## src/rtl/bcsPkg.sv

```systemverilog
package bcsPkg;

  typedef struct packed {
    logic load1;
    logic load2;
  } bcsStrobes_t;

  function automatic int limitRange(int value, int lo, int hi);
    if (value < lo) return lo;
    if (value > hi) return hi;
    return value;
  endfunction

endpackage

```

## src/rtl/bcsCtrl.sv

```systemverilog
module bcsCtrl
  import bcsPkg::*;
(
  input  logic        clk,
  input  logic        rstN,
  input  logic        inValid,
  output bcsStrobes_t strb,
  output logic        outValid
);

  logic stage1Valid;

  always_ff @(posedge clk) begin
    if (!rstN) begin
      stage1Valid <= 1'b0;
      outValid    <= 1'b0;
    end else begin
      stage1Valid <= inValid;
      outValid    <= stage1Valid;
    end
  end

  assign strb.load1 = inValid;
  assign strb.load2 = stage1Valid;

  // a pixel in gives a valid out two edges later
  assert_valid_latency_R2: assert property (@(posedge clk) disable iff (!rstN)
    inValid |-> ##2 outValid);

  // no input means no output two edges later
  assert_no_spurious_R2: assert property (@(posedge clk) disable iff (!rstN)
    !inValid |-> ##2 !outValid);

  // the second stage loads exactly when output becomes valid
  assert_stage_align_R2: assert property (@(posedge clk) disable iff (!rstN)
    strb.load2 |=> outValid);

endmodule

```

## src/rtl/bcsChromaLane.sv

```systemverilog
module bcsChromaLane
  import bcsPkg::*;
#(
  parameter int DATA_W  = 8,
  parameter int GAIN_W  = 8,
  parameter int FRAC_W  = 6,
  parameter int OUT_MIN = 1,
  parameter int OUT_MAX = 254
) (
  input  logic              clk,
  input  logic              rstN,
  input  bcsStrobes_t       strb,
  input  logic [DATA_W-1:0] chromaIn,
  input  logic [GAIN_W-1:0] satGain,
  input  logic [GAIN_W-1:0] matchGain,
  output logic [DATA_W-1:0] chromaOut
);

  localparam int CEN_W = DATA_W + 1;
  localparam int P1_W  = CEN_W + GAIN_W + 1;
  localparam int P2_W  = P1_W + GAIN_W + 1;
  localparam int MID   = 1 << (DATA_W - 1);
  localparam int ROUND = 1 << (FRAC_W - 1);

  // stage 1: centre and apply saturation
  logic signed [CEN_W-1:0] centered;
  logic signed [P1_W-1:0]  cenExt;
  logic signed [P1_W-1:0]  satExt;
  logic signed [P1_W-1:0]  prod1;
  logic signed [P1_W-1:0]  scaled1;
  logic signed [P1_W-1:0]  stage1Val;

  assign centered = $signed({1'b0, chromaIn}) - $signed(CEN_W'(MID));
  assign cenExt   = {{(P1_W-CEN_W){centered[CEN_W-1]}}, centered};
  assign satExt   = {{(P1_W-GAIN_W){1'b0}}, satGain};
  assign prod1    = cenExt * satExt;
  assign scaled1  = (prod1 + P1_W'(ROUND)) >>> FRAC_W;

  always_ff @(posedge clk) begin
    if (!rstN)
      stage1Val <= '0;
    else if (strb.load1)
      stage1Val <= scaled1;
  end

  // stage 2: amplitude matching, re-offset and limit
  logic signed [P2_W-1:0] s1Ext;
  logic signed [P2_W-1:0] matchExt;
  logic signed [P2_W-1:0] prod2;
  logic signed [P2_W-1:0] scaled2;
  int                     recentred;
  logic [DATA_W-1:0]      limited;

  assign s1Ext    = {{(P2_W-P1_W){stage1Val[P1_W-1]}}, stage1Val};
  assign matchExt = {{(P2_W-GAIN_W){1'b0}}, matchGain};
  assign prod2    = s1Ext * matchExt;
  assign scaled2  = (prod2 + P2_W'(ROUND)) >>> FRAC_W;

  always_comb begin
    recentred = int'(scaled2) + MID;
    limited   = DATA_W'(limitRange(recentred, OUT_MIN, OUT_MAX));
  end

  always_ff @(posedge clk) begin
    if (!rstN)
      chromaOut <= '0;
    else if (strb.load2)
      chromaOut <= limited;
  end

  // every delivered chroma value is inside the legal range
  assert_chroma_range_R5: assert property (@(posedge clk) disable iff (!rstN)
    strb.load2 |=> (int'(chromaOut) >= OUT_MIN && int'(chromaOut) <= OUT_MAX));

  // chroma holds when the output stage does not load
  assert_chroma_hold_R7: assert property (@(posedge clk) disable iff (!rstN)
    !strb.load2 |=> $stable(chromaOut));

  // zero saturation leaves nothing in stage 1
  assert_zero_sat_R4: assert property (@(posedge clk) disable iff (!rstN)
    (strb.load1 && satGain == '0) |=> (stage1Val == '0));

endmodule

```

## src/rtl/bcsDatapath.sv

```systemverilog
module bcsDatapath
  import bcsPkg::*;
#(
  parameter int DATA_W  = 8,
  parameter int GAIN_W  = 8,
  parameter int FRAC_W  = 6,
  parameter int OUT_MIN = 1,
  parameter int OUT_MAX = 254
) (
  input  logic              clk,
  input  logic              rstN,
  input  bcsStrobes_t       strb,
  input  logic [DATA_W-1:0] inY,
  input  logic [DATA_W-1:0] inCb,
  input  logic [DATA_W-1:0] inCr,
  input  logic [GAIN_W-1:0] contrast,
  input  logic [DATA_W-1:0] brightness,
  input  logic [GAIN_W-1:0] saturation,
  input  logic [GAIN_W-1:0] cbMatch,
  input  logic [GAIN_W-1:0] crMatch,
  output logic [DATA_W-1:0] outY,
  output logic [DATA_W-1:0] outCb,
  output logic [DATA_W-1:0] outCr
);

  localparam int LP_W   = DATA_W + GAIN_W + 1;
  localparam int MID    = 1 << (DATA_W - 1);
  localparam int ROUND  = 1 << (FRAC_W - 1);
  localparam int LANES  = 2;

  // luminance stage 1: contrast
  logic [LP_W-1:0] prodY;
  logic [LP_W-1:0] scaledY;
  logic [LP_W-1:0] stage1Y;

  assign prodY   = {{(LP_W-DATA_W){1'b0}}, inY} * {{(LP_W-GAIN_W){1'b0}}, contrast};
  assign scaledY = (prodY + LP_W'(ROUND)) >> FRAC_W;

  always_ff @(posedge clk) begin
    if (!rstN)
      stage1Y <= '0;
    else if (strb.load1)
      stage1Y <= scaledY;
  end

  // luminance stage 2: brightness and limit
  int                lumaSum;
  logic [DATA_W-1:0] lumaLimited;

  always_comb begin
    lumaSum     = int'(stage1Y) + int'(brightness) - MID;
    lumaLimited = DATA_W'(limitRange(lumaSum, OUT_MIN, OUT_MAX));
  end

  always_ff @(posedge clk) begin
    if (!rstN)
      outY <= '0;
    else if (strb.load2)
      outY <= lumaLimited;
  end

  // chroma lanes, one per colour difference component
  logic [DATA_W-1:0] laneIn   [LANES];
  logic [GAIN_W-1:0] laneGain [LANES];
  logic [DATA_W-1:0] laneOut  [LANES];

  assign laneIn[0]   = inCb;
  assign laneIn[1]   = inCr;
  assign laneGain[0] = cbMatch;
  assign laneGain[1] = crMatch;

  for (genvar lane = 0; lane < LANES; lane++) begin : genLane
    bcsChromaLane #(
      .DATA_W (DATA_W),
      .GAIN_W (GAIN_W),
      .FRAC_W (FRAC_W),
      .OUT_MIN(OUT_MIN),
      .OUT_MAX(OUT_MAX)
    ) laneInst (
      .clk      (clk),
      .rstN     (rstN),
      .strb     (strb),
      .chromaIn (laneIn[lane]),
      .satGain  (saturation),
      .matchGain(laneGain[lane]),
      .chromaOut(laneOut[lane])
    );
  end

  assign outCb = laneOut[0];
  assign outCr = laneOut[1];

  // delivered luminance is inside the legal range
  assert_luma_range_R5: assert property (@(posedge clk) disable iff (!rstN)
    strb.load2 |=> (int'(outY) >= OUT_MIN && int'(outY) <= OUT_MAX));

  // luminance holds when the output stage does not load
  assert_luma_hold_R7: assert property (@(posedge clk) disable iff (!rstN)
    !strb.load2 |=> $stable(outY));

  // zero contrast leaves nothing in the luminance stage
  assert_zero_contrast_R3: assert property (@(posedge clk) disable iff (!rstN)
    (strb.load1 && contrast == '0) |=> (stage1Y == '0));

endmodule

```

## src/rtl/bcsAdjust.sv

```systemverilog
module bcsAdjust
  import bcsPkg::*;
#(
  parameter int DATA_W  = 8,
  parameter int GAIN_W  = 8,
  parameter int FRAC_W  = 6,
  parameter int OUT_MIN = 1,
  parameter int OUT_MAX = 254
) (
  input  logic              clk,
  input  logic              rstN,
  input  logic              inValid,
  input  logic [DATA_W-1:0] inY,
  input  logic [DATA_W-1:0] inCb,
  input  logic [DATA_W-1:0] inCr,
  input  logic [GAIN_W-1:0] contrast,
  input  logic [DATA_W-1:0] brightness,
  input  logic [GAIN_W-1:0] saturation,
  input  logic [GAIN_W-1:0] cbMatch,
  input  logic [GAIN_W-1:0] crMatch,
  output logic              outValid,
  output logic [DATA_W-1:0] outY,
  output logic [DATA_W-1:0] outCb,
  output logic [DATA_W-1:0] outCr
);

  bcsStrobes_t strb;

  bcsCtrl ctrlInst (
    .clk     (clk),
    .rstN    (rstN),
    .inValid (inValid),
    .strb    (strb),
    .outValid(outValid)
  );

  bcsDatapath #(
    .DATA_W (DATA_W),
    .GAIN_W (GAIN_W),
    .FRAC_W (FRAC_W),
    .OUT_MIN(OUT_MIN),
    .OUT_MAX(OUT_MAX)
  ) dataInst (
    .clk       (clk),
    .rstN      (rstN),
    .strb      (strb),
    .inY       (inY),
    .inCb      (inCb),
    .inCr      (inCr),
    .contrast  (contrast),
    .brightness(brightness),
    .saturation(saturation),
    .cbMatch   (cbMatch),
    .crMatch   (crMatch),
    .outY      (outY),
    .outCb     (outCb),
    .outCr     (outCr)
  );

endmodule

```

## config.mk

```make
export PLATFORM = sky130hd
export DESIGN_NAME = bcsAdjust
export DESIGN_NICKNAME = d
export VERILOG_FILES = /design/src/rtl/bcsPkg.sv /design/src/rtl/bcsCtrl.sv /design/src/rtl/bcsChromaLane.sv /design/src/rtl/bcsDatapath.sv /design/src/rtl/bcsAdjust.sv
export SDC_FILE = /design/constraint.sdc
export NUM_CORES = 1
export LEC_CHECK = 0
export ABC_AREA = 1
export BUFFER_PORTS_ARGS = -buffer_cell sky130_fd_sc_hd__buf_2
export CAP_MARGIN = 20
export CORE_UTILIZATION = 55
export CTS_BUF_LIST = sky130_fd_sc_hd__clkbuf_4
export CTS_CLUSTER_DIAMETER = 60
export DETAILED_ROUTE_END_ITERATION = 12
export PLACE_DENSITY = 0.73
export RECOVER_POWER = 25
export SYNTH_ARGS = -nofsm -noshare
export SYNTH_HDL_FRONTEND = slang
export SYNTH_SLANG_ARGS = --single-unit
```

## constraint.sdc

```tcl
create_clock -name clk -period 6.4 [get_ports clk]
set_input_delay 0.32 -clock clk [delete_from_list [all_inputs] [get_ports clk]]
set_output_delay 0.32 -clock clk [all_outputs]
set_load 0.005 [all_outputs]
```

# [Yosys cells after proc, flatten, opt, wreduce, memory -nomap -nowiden]
# Index checks and enable logic that the tools add are counted.
[word_totals] reg_bits=61 latch_bits=0 ram_bits=0 romBits=0 in_bits=67 output_inout_bits=25 wordCells=51 mem_count=0
[op_classes] addsub=11 mul=5 div=0 n_lt_le_gt_ge=6 eq_ne=0 n_shift=0 muxes=21 bitwise_logic=0 n_reduce_logical=0
[ops] cell="$mux W8" n=9
[ops] cell="$add A21 B7 Y22 const B" n=2
[ops] cell="$mul A12 B9 Y21" n=2
[ops] cell="$add A18 B7 Y18 const B" n=2
[ops] cell="$mul A9 B9 Y18" n=2
[ops] cell="$add A16 B9 Y17 const B" n=2
[ops] cell="$gt A17 B9 Y1 const B" n=2
[ops] cell="$lt A17 B2 Y1 const B" n=2
[ops] cell="$gt A32 B9 Y1 const B" n=1
[ops] cell="$lt A32 B2 Y1 const B" n=1
[ops] cell="$sub A8 B8 Y9 const B" n=2
[ops] cell="$add A16 B6 Y17 const B" n=1
[ops] cell="$mul A8 B8 Y16" n=1
[ops] cell="$sub A12 B8 Y13 const B" n=1
[ops] cell="$add A11 B8 Y12" n=1
[ops] cell="$mux W1" n=12

# [Longest topological paths before layout]
# Gate-level depths: netlist of the first run.
[logic_depth] ltp_word=8 mapped_depth=37

# [By module]
# A second synthesis of the first run with hierarchy kept.
[unflattened] cells_unflattened=2759 hier_area_um2=19817.8
[by_module_without_submodules] mod="bcsChromaLane (dataInst.genLane[1].laneInst)" n_inst=1 cells_each=1096 area_per_inst_um2=8003.9
[by_module_without_submodules] mod="bcsChromaLane (dataInst.genLane[0].laneInst)" n_inst=1 cells_each=1087 area_per_inst_um2=7982.7
[by_module_without_submodules] mod="bcsDatapath" n_inst=1 cells_each=568 area_per_inst_um2=3761.1
[by_module_without_submodules] mod="bcsCtrl" n_inst=1 cells_each=8 area_per_inst_um2=70.1

# [Worst setup path after synthesis of the first run]
# Ideal clock, no wire load.
[synth_timing] path_type="input to register" startpoint="in cbMatch[3]" endpoint="reg dataInst.genLane[0].laneInst.chromaOut[3]" arrival_time_ns=5.539 required_ns=6.268 slack_ns=0.728 stages=31 n_path_buf=1 cell_sequence="clkbuf_1 > nand2_1 > fa_1 > inv_1 > fa_1 > ha_1 > fa_1 > fa_1 > nand2_1 > nor2_1 > nand2_1 > fa_1 > inv_1 > nand3_1 > nand3_1 > nand2_1 > nand3_1 > nand2_1 > inv_1 > ha_1 > inv_1 > nor2_1 > nand4_1 > nor2_2 > nand3_1 > a21oi_2 > nand2_1 > nand3_4 > nand2_1 > nand2_1 > a21oi_1"
[synth_via] elab_chain_cells=8
[synth_lines] item="from (decl)" line_no="bcsAdjust.sv:19" rtl="input logic [GAIN_W-1:0] cbMatch,"
[synth_lines] item="$mul A12 B9 Y21 *" line_no="bcsChromaLane.sv:56" rtl="assign prod2 = s1Ext * matchExt;"
[synth_lines] item="$add A21 B7 Y22 *" line_no="bcsChromaLane.sv:57" rtl="assign scaled2 = (prod2 + P2_W'(ROUND)) >>> FRAC_W;"
[synth_lines] item="$add A16 B9 Y17 *" line_no="bcsChromaLane.sv:60" rtl="recentred = int'(scaled2) + MID;"
[synth_lines] item="$gt A17 B9 Y1" line_no="bcsPkg.sv:10" rtl="if (value > hi) return hi;"
[synth_lines] item="$mux W1 (2 in series)" line_no="bcsPkg.sv:10"
[synth_lines] item="$mux W8" line_no="bcsPkg.sv:11" rtl="return value;"
[synth_lines] item="$mux W8 *" line_no="bcsPkg.sv:10"
[synth_lines] item="to (signal assigned)" line_no="bcsChromaLane.sv:68" rtl="chromaOut <= limited;"
[synth_lines] item="to (decl)" line_no="bcsChromaLane.sv:16" rtl="output logic [DATA_W-1:0] chromaOut"
# Mark *: on every way between the ends. The rest lies on a longest branch, timed or not. The select of a mux whose other input is x is not followed.
# A chain may end at the register's enable or synchronous reset.

# [Worst setup path in the final report of the first run]
[layout_timing] startpoint="reg dataInst.genLane[1].laneInst.stage1Val[4]" endpoint="reg dataInst.genLane[1].laneInst.chromaOut[5]"
[layout_via] elab_chain_cells=8
[layout_lines] item="from (decl)" line_no="bcsChromaLane.sv:31" rtl="logic signed [P1_W-1:0] stage1Val;"
[layout_lines] item="from (signal assigned)" line_no="bcsChromaLane.sv:43" rtl="stage1Val <= scaled1;"
[layout_lines] item="$mul A12 B9 Y21 *" line_no="bcsChromaLane.sv:56"
[layout_lines] item="$add A21 B7 Y22 *" line_no="bcsChromaLane.sv:57"
[layout_lines] item="$add A16 B9 Y17 *" line_no="bcsChromaLane.sv:60"
[layout_lines] item="$gt A17 B9 Y1" line_no="bcsPkg.sv:10"
[layout_lines] item="$mux W1 (2 in series)" line_no="bcsPkg.sv:10"
[layout_lines] item="$mux W8" line_no="bcsPkg.sv:11"
[layout_lines] item="$mux W8 *" line_no="bcsPkg.sv:10"
[layout_lines] item="to (signal assigned)" line_no="bcsChromaLane.sv:68"
[layout_lines] item="to (decl)" line_no="bcsChromaLane.sv:16"
# Marked as above.

==> results of run 1 <==
[state kept, by name, summed over array words and instances, names as in the netlist]
signal	cells
ctrlInst.outValid	1
ctrlInst.stage1Valid	1
dataInst.genLane.laneInst.chromaOut	16
dataInst.genLane.laneInst.stage1Val	24
dataInst.outY	8
dataInst.stage1Y	11
[cells in the mapped netlist, types with 2 or more instances]
cell,number
o31ai_1,4
xnor2_1,25
nor4_1,4
inv_1,692
xor2_1,41
buf_1,4
buf_4,2
nor3_1,15
o221ai_1,2
inv_2,5
nor2_1,112
dfxtp_1,61
ha_1,250
a21o_1,4
nand3_1,58
fa_1,313
a21oi_2,4
nand4_1,15
o21ai_1,10
nand3_4,3
nand2_1,605
nand2_4,4
a21oi_1,100
and2_1,2
o21ai_0,55
a41oi_1,2
a31oi_1,2
nand2_2,16
o21bai_1,10
o211ai_1,7
nand3b_1,2
nor2_4,4
nor2_2,8
o21a_1,3
clkbuf_1,74
clkbuf_2,4
nand3_2,7
[layer usage]
metal | up-vias | track usage (%)
met3 | 48 | 2.402
met1 | 7414 | 31.49
met5 | - | 0
met2 | 331 | 42.52
li1 | 7510 | -
met4 | 0 | 5.034
[logic make-up (layout without fill, tap and decap cells)]
group	Yosys count	after routing
buffers and inverters	784	808
flip-flops	61	61
XOR/XNOR	66	66
AO/OA/AOI/OAI	206	206
AND/OR/NAND/NOR	860	860
other	0	1
adder cells (fa/ha/maj)	563	563
[final cells by class]
| type | count | area, um2 |
|---|---|---|
| Antenna cell | 1 | 2.502 |
| Clock buffer | 9 | 67.56 |
| Clock inverter | 7 | 78.83 |
| Fill cell | 3147 | 13930 |
| Inverter | 698 | 2620 |
| Multi-Input combinational cell | 1695 | 14740 |
| Sequential cell | 61 | 1237 |
| Tap cell | 448 | 560.5 |
| Timing Repair Buffer | 94 | 462.9 |
[worst register-to-register path: cells and delay by family, from the launching register on]
family / cells / cell delay, ps
buffers and inverters: 6 / 410
flip-flops: 1 / 610
adder cells (fa/ha/maj): 7 / 2960
AND/OR/NAND/NOR: 15 / 1540
AO/OA/AOI/OAI: 2 / 280
[timing repair]
action / 4_1_cts / 5_1_grt
hold buffers: 0 / 0
resized for setup: 0 / 14
endpoints found under the setup margin: 0 / 8
[path summary, 6_finish.rpt]
| check | to | slack, ps |
|---|---|---|
| min | ctrlInst.stage1Valid | 360 |
| max reg2reg | dataInst.genLane[1].laneInst.chromaOut[5] | 480 |
| max | dataInst.genLane[1].laneInst.chromaOut[5] | 480 |
| min reg2reg | dataInst.genLane[1].laneInst.chromaOut[5] | 470 |
[through the flow]
stage / worst slack [ps] / utilization (%) / cells / hold WS [ps]
2_1_floorplan: 728.3 / - / 2540 / 449.2
3_3_place_gp: 497.7 / 58.19 / 2996 / 456.6
3_5_place_dp: 368.4 / 58.19 / 2996 / 455.4
4_1_cts: 340.0 / 58.62 / 3012 / 318.6
5_1_grt: 6.081 / 58.66 / 3013 / 340.1
6_report: 482.1 / 58.66 / 3013 / 359.8
==> results.yml, run 1 <==
die:
  fp.dieW_um: 187.4
  rows: 67
  core-area_um2: 33700
  fp.dieH_um: 187.4
  io_pins: 92
  die_area_um2: 35140
  initial_utilization_pct: 56.13
drt:
  drc: 0
  vias: 15303
  viasPerCell: 5.079
  wl_met1_um: 18280
  wl_met3_um: 1629
  drtIter0Drc: 559
  wl_met2_um: 19260
  ant_nets: 0
  wl_per_cell_um: 13.22
  dr.pass1.iters: 6
  routed_wirelength_um: 39820
  routed.top_layer: "met4"
setup_path:
  crit_top_cell: "nand2_1"
  critPathSlowestCell: "dfxtp_1"
  end_kind: "flop"
  crit_buf_inv: 6
  worstPathRequired_ps: 6690
  r2r-start: "dataInst.genLane[1].laneInst.stage1Val[4]"
  reg2regPathDepth: 30
  worst-path-max-fanout: 9
  startpoint_type: "flop"
  worst-setup-path-type: "reg2reg"
  slowest_delay_ps: 610
  crit_family: "adder cells"
  cp.depth: 30
  startpoint: "dataInst.genLane[1].laneInst.stage1Val[4]"
  arrival_ps: 6210
global_routing:
  grt_pass1_wl_um: 70460
  grt_pass1_vias: 15785
  grt_max_degree: 47
  antenna_found_initial: 1
  grt_overflow: 0
  grt_usage_pct: 23.91
clocking:
  cts_inserted_buffers: 9
  cts.sinks: 61
  cts-root-buf: "clkbuf_4"
  cts_tree: "built"
  cts_buffer_depth: 2
  postCtsSetupBuffers: 0
  clk_latency_ps: 440
  clkTransAtPathRegs_ps: 140
  h-tree-depth: 3
place:
  placed_area_um2: 19610
  place.port_buffers: 91
  dpl.hpwl_um: 34670
  gp_congestion: 0.8918
min_path:
  worstHoldStart: "rstN"
  hp-class: "in2reg"
  hold_depth: 3
synthesis:
  synth_nets: 3170
  synth-simple-area-share_pct: 19.11
  yosys_warnings: 0
  synthAdderAreaFrac_pct: 49.67
  synth_edf_count: 0
  synth.distinct_cells: 48
  synth_area_leader_cell: "fa_1"
  synth.area.mux_share_pct: 0
  synth_top_family_by_area: "adder cells"
  synth-seq-cells: 61
  synthesis.instances: 2540
  ys_top_cells_by_area: "fa_1 (33%), ha_1 (17%), inv_1 (14%)"
  avgSynthCellArea_um2: 7.447
  yosysSeqAreaShare_pct: 6.456
  synth.top_cell.area_share_pct: 33.13
  syn_area_um2: 18910
  synth_compound_area_share_pct: 6.040
  synth-xor-area-share_pct: 3.056
  synthFlopType: "dfxtp_1"
  synthArstFlopShare_pct: 0
cells_and_area:
  final_common_cell: "inv_1"
  final_cell_mix: "inv_1 (692), nand2_1 (604), fa_1 (313)"
  drive_gt1_share_pct: 6.513
  nNetsFinal: 3189
  fin_area_um2: 19770
  synthToLayoutAreaGrowth_pct: 4.518
status:
  run_status: "complete, but fails checks"
  violations: "max-capacitance violations, max-slew violations"
timing:
  tns_ps: 0
  clock_skew_ps: 17.21
  fmax_mhz: 169.0
  min_period_ps: 5918
  rsz0062_at_grt: "false"
  setup_viol: 0
  slew_headroom_pct: -31.68
  hold_violations: 0
  fin_crit_sh_pct: 92.47
  tightest_slew_ps: 1975
  slew_violations: 47
run:
  cap_violations: 1
Power of run 1 is not shown: default switching activity piles up to over one toggle a cycle in this logic, so the estimate is an artifact.
==> run 2: changes to the inputs <==
==> constraint.sdc (replaced) <==
create_clock -name clk -period 5.9 [get_ports clk]
set_input_delay 0.295 -clock clk [delete_from_list [all_inputs] [get_ports clk]]
set_output_delay 0.295 -clock clk [all_outputs]
set_load 0.005 [all_outputs]
==> results.yml, run 2 (synthesized netlist as in run 1, its figures left out) <==
status:
  run_status: "complete, but fails checks"
  violations: "max-capacitance violations, max-slew violations"
timing:
  fmax_mhz: 176.9
  hold_violations: 0
  slew_violations: 47
  setup_slack_ps: 245.5
  clock_skew_ps: 23.67
  fin_crit_sh_pct: 95.84
  setup_viol: 0
  tightest_slew_ps: 1941
  tns_ps: 0
  min_period_ps: 5655
  slew_headroom_pct: -29.43
  timing.hold.ws_ps: 297.5
drt:
  viasPerCell: 5.021
  routed_wirelength_um: 40370
  dr.pass1.iters: 6
  wl_per_cell_um: 13.24
  drc: 0
  ant_nets: 0
  vias: 15304
  drtIter0Drc: 756
global_routing:
  grt_overflow: 0
  grt_usage_pct: 23.92
  grt_pass1_vias: 15488
  antenna_found_initial: 1
  grt_max_degree: 47
  grt_pass1_wl_um: 70430
cells_and_area:
  largest_reg_flops: 24
  drive_gt1_share_pct: 10.66
  multiInputGateArea_um2: 15080
  top_regs: "dataInst.genLane.laneInst.stage1Val x24, dataInst.genLane.laneInst.chromaOut x16, dataInst.stage1Y x11"
  fin_cells: 3048
  regMostFlops: "dataInst.genLane.laneInst.stage1Val"
  final_common_cell: "inv_1"
  final_cell_mix: "inv_1 (689), nand2_1 (594), fa_1 (309)"
  n_fill_cell: 3090
  synthToLayoutAreaGrowth_pct: 7.938
  ff_latch_area_um2: 1280
  nNetsFinal: 3223
setup_path:
  slowest_delay_ps: 570
  startpoint_type: "flop"
  ff2ff_setup_slack_ps: 250
  worstPathRequired_ps: 6200
  crit_buf_inv: 3
  crit_top_cell: "nand2_1"
  worst-path-max-fanout: 8
  end_kind: "flop"
  crit_family: "adder cells"
  critPathSlowestCell: "fa_1"
  arrival_ps: 5950
  worst-setup-path-type: "reg2reg"
clocking:
  cts.sinks: 61
  clk_latency_ps: 460
  h-tree-depth: 3
  cts-root-buf: "clkbuf_4"
  cts_buffer_depth: 2
  cts_inserted_buffers: 9
  cts_tree: "built"
  clkTransAtPathRegs_ps: 140
die:
  fp.dieH_um: 187.4
  initial_utilization_pct: 56.13
  die_area_um2: 35140
  fp.dieW_um: 187.4
  io_pins: 92
  core-area_um2: 33700
  rows: 67
run:
  cap_violations: 1
place:
  gp_congestion: 0.8721
  dp.cells: 3016
  place.port_buffers: 91
  dpl.hpwl_um: 34990
  pre_cts_ws_ps: -94.54
min_path:
  hp-class: "in2reg"
run 2: per-layer routing:
| metal | share of wire (%) | up-vias | track usage [%] |
|---|---|---|---|
| met5 | 0 | - | 0 |
| met4 | 1.1 | 0 | 4.409 |
| met3 | 4.1 | 40 | 2.026 |
| met2 | 49 | 302 | 41.91 |
| met1 | 46 | 7377 | 32.55 |
| li1 | - | 7585 | - |
run 2: worst paths after layout:
check,from,cells after the start,endpoint
worst max-delay path,dataInst.genLane[0].laneInst.stage1Val[5],28,dataInst.genLane[0].laneInst.chromaOut[3]
worst max register to register,dataInst.genLane[0].laneInst.stage1Val[5],28,dataInst.genLane[0].laneInst.chromaOut[3]
worst min register to register,dataInst.genLane[0].laneInst.chromaOut[2],2,dataInst.genLane[0].laneInst.chromaOut[2]
worst min-delay path,rstN,3,ctrlInst.stage1Valid
run 2: repair_timing:
| action | CTS | global route |
|---|---|---|
| gates cloned | 0 | 0 |
| hold buffers | 0 | 0 |
| resized for setup | 10 | 95 |
| setup buffers | 0 | 14 |
| endpoints found under the setup margin | 14 | 16 |
| pin swaps | 0 | 32 |
run 2: worst min-delay path, cell delays in order:
cell and delay [ps]:
buf_2 250, nand2_1 120, inv_1 40
run 2: final cells by class:
cell class              instances  area share [%]
multi-input cells            1695           73.89
inverters                     698           12.83
flip-flops and latches         61           6.270
repair buffers                128           3.542
well taps                     448           2.746
clock inverters                 7          0.3677
clock buffers                   9          0.3309
diodes                          2         0.02451
run 2: through the flow:
stage                     cell area, um2  utilization, %
after floorplan                    18910               -
after global placement             19760           58.63
after detailed placement           19760           58.63
after CTS                          19920           59.10
after global routing               20410           60.57
final                              20420           60.58
Power of run 2 is left out for the same reason.
==> run 3: changes to the inputs <==
==> constraint.sdc (replaced) <==
create_clock -name clk -period 5.9 [get_ports clk]
set_input_delay 0.295 -clock clk [delete_from_list [all_inputs] [get_ports clk]]
set_output_delay 0.295 -clock clk [all_outputs]
set_load 0.01 [all_outputs]
==> results.yml, run 3 (synthesized netlist as in run 1, its figures left out) <==
cells_and_area:
  drive_gt1_share_pct: 10.16
  multiInputGateArea_um2: 15080
  ff_latch_area_um2: 1280
  regMostFlops: "dataInst.genLane.laneInst.stage1Val"
  top_regs: "dataInst.genLane.laneInst.stage1Val x24, dataInst.genLane.laneInst.chromaOut x16, dataInst.stage1Y x11"
  final_common_cell: "inv_1"
  nNetsFinal: 3223
  n_fill_cell: 3099
  fin_area_um2: 20400
  synthToLayoutAreaGrowth_pct: 7.852
  final_cell_mix: "inv_1 (689), nand2_1 (594), fa_1 (309)"
  largest_reg_flops: 24
clocking:
  cts-root-buf: "clkbuf_4"
  h-tree-depth: 3
  cts_tree: "built"
  cts_buffer_depth: 2
  clk_latency_ps: 450
  clkTransAtPathRegs_ps: 140
  cts.sinks: 61
  cts_inserted_buffers: 9
place:
  place.port_buffers: 91
  dpl.hpwl_um: 34990
  gp_congestion: 0.8721
  placed_area_um2: 19760
timing:
  slew_violations: 47
  slew_headroom_pct: -29.43
  fmax_mhz: 176.8
  tns_ps: 0
  fin_crit_sh_pct: 95.85
  setup_viol: 0
  min_period_ps: 5655
  hold_violations: 0
  clock_skew_ps: 25.17
  tightest_slew_ps: 1941
min_path:
  worstHoldStart: "rstN"
  hp-class: "in2reg"
  hold_depth: 3
  min_to: "ctrlInst.stage1Valid"
status:
  violations: "max-capacitance violations, max-slew violations"
  run_status: "complete, but fails checks"
drt:
  drtIter0Drc: 763
  wl_per_cell_um: 13.26
  ant_nets: 0
  vias: 15315
  dr.pass1.iters: 6
  drc: 0
  routed_wirelength_um: 40400
  viasPerCell: 5.025
setup_path:
  ff2ff_setup_slack_ps: 240
  worstPathRequired_ps: 6200
  r2r-start: "dataInst.genLane[0].laneInst.stage1Val[5]"
  end_kind: "flop"
  rr_endpoint: "dataInst.genLane[0].laneInst.chromaOut[3]"
  worst-setup-path-type: "reg2reg"
  crit_top_cell: "nand2_1"
  reg2regPathDepth: 28
  slowest_delay_ps: 570
  startpoint_type: "flop"
  critPathSlowestCell: "fa_1"
  arrival_ps: 5950
  worst-path-max-fanout: 8
die:
  fp.dieW_um: 187.4
  rows: 67
  initial_utilization_pct: 56.13
  die_area_um2: 35140
  core-area_um2: 33700
  fp.dieH_um: 187.4
  io_pins: 92
global_routing:
  grt_pass1_vias: 15488
  grt_pass1_wl_um: 70430
  grt_usage_pct: 23.92
  antenna_found_initial: 1
  grt_overflow: 0
  grt_max_degree: 47
run:
  cap_violations: 1
-- run 3: worst max-delay path: cells and delay by family, from the launching register on --
| family | cells | cell delay, ps |
|---|---|---|
| flip-flops | 1 | 420 |
| adder cells (fa/ha/maj) | 7 | 2850 |
| AO/OA/AOI/OAI | 2 | 270 |
| AND/OR/NAND/NOR | 16 | 1770 |
| buffers and inverters | 3 | 210 |
-- run 3: per-stage QoR --
stage	instances	utilization, %	hold slack (ps)	setup slack, ps
global route	3047	60.53	299.9	-108.8
finish	3048	60.53	294.9	244.9
floorplan	2540	-	433.3	253.3
detailed placement	3016	58.63	454.1	-94.54
CTS	3032	59.10	268.7	3.396
global placement	3016	58.63	454.3	74.16
-- run 3: final cells by class --
class                           instances  area share (%)
Multi-Input combinational cell       1695           73.95
Inverter                              698           12.84
Sequential cell                        61           6.275
Timing Repair Buffer                  128           3.465
Tap cell                              448           2.748
Clock inverter                          7          0.3680
Clock buffer                            9          0.3312
Antenna cell                            2         0.02453
-- run 3: worst max path at each step --
stage | cells past startpoint | startpoint | endpoint
after floorplan | 31 | cbMatch[3] | dataInst.genLane[0].laneInst.chromaOut[3]
after global placement | 29 | cbMatch[0] | dataInst.genLane[0].laneInst.chromaOut[3]
after detailed placement | 28 | dataInst.genLane[0].laneInst.stage1Val[11] | dataInst.genLane[0].laneInst.chromaOut[3]
after CTS | 29 | dataInst.genLane[0].laneInst.stage1Val[3] | dataInst.genLane[0].laneInst.chromaOut[3]
after global routing | 30 | dataInst.genLane[0].laneInst.stage1Val[5] | dataInst.genLane[0].laneInst.chromaOut[2]
final | 28 | dataInst.genLane[0].laneInst.stage1Val[5] | dataInst.genLane[0].laneInst.chromaOut[3]
-- run 3: routing by layer --
metal	up-vias	wire, um	GRT usage [%]
li1	7585	-	-
met1	7386	18500	32.55
met2	304	19790	41.91
met3	40	1663	2.026
met4	0	457	4.409
met5	-	0	0
-- run 3: timing repair --
action	in CTS	in global routing
gates resized for setup	10	95
buffers inserted	0	14
pin swaps	0	32
endpoints found under the setup margin	14	16
gates cloned	0	0
hold buffers	0	0
Power of run 3 is left out for the same reason.
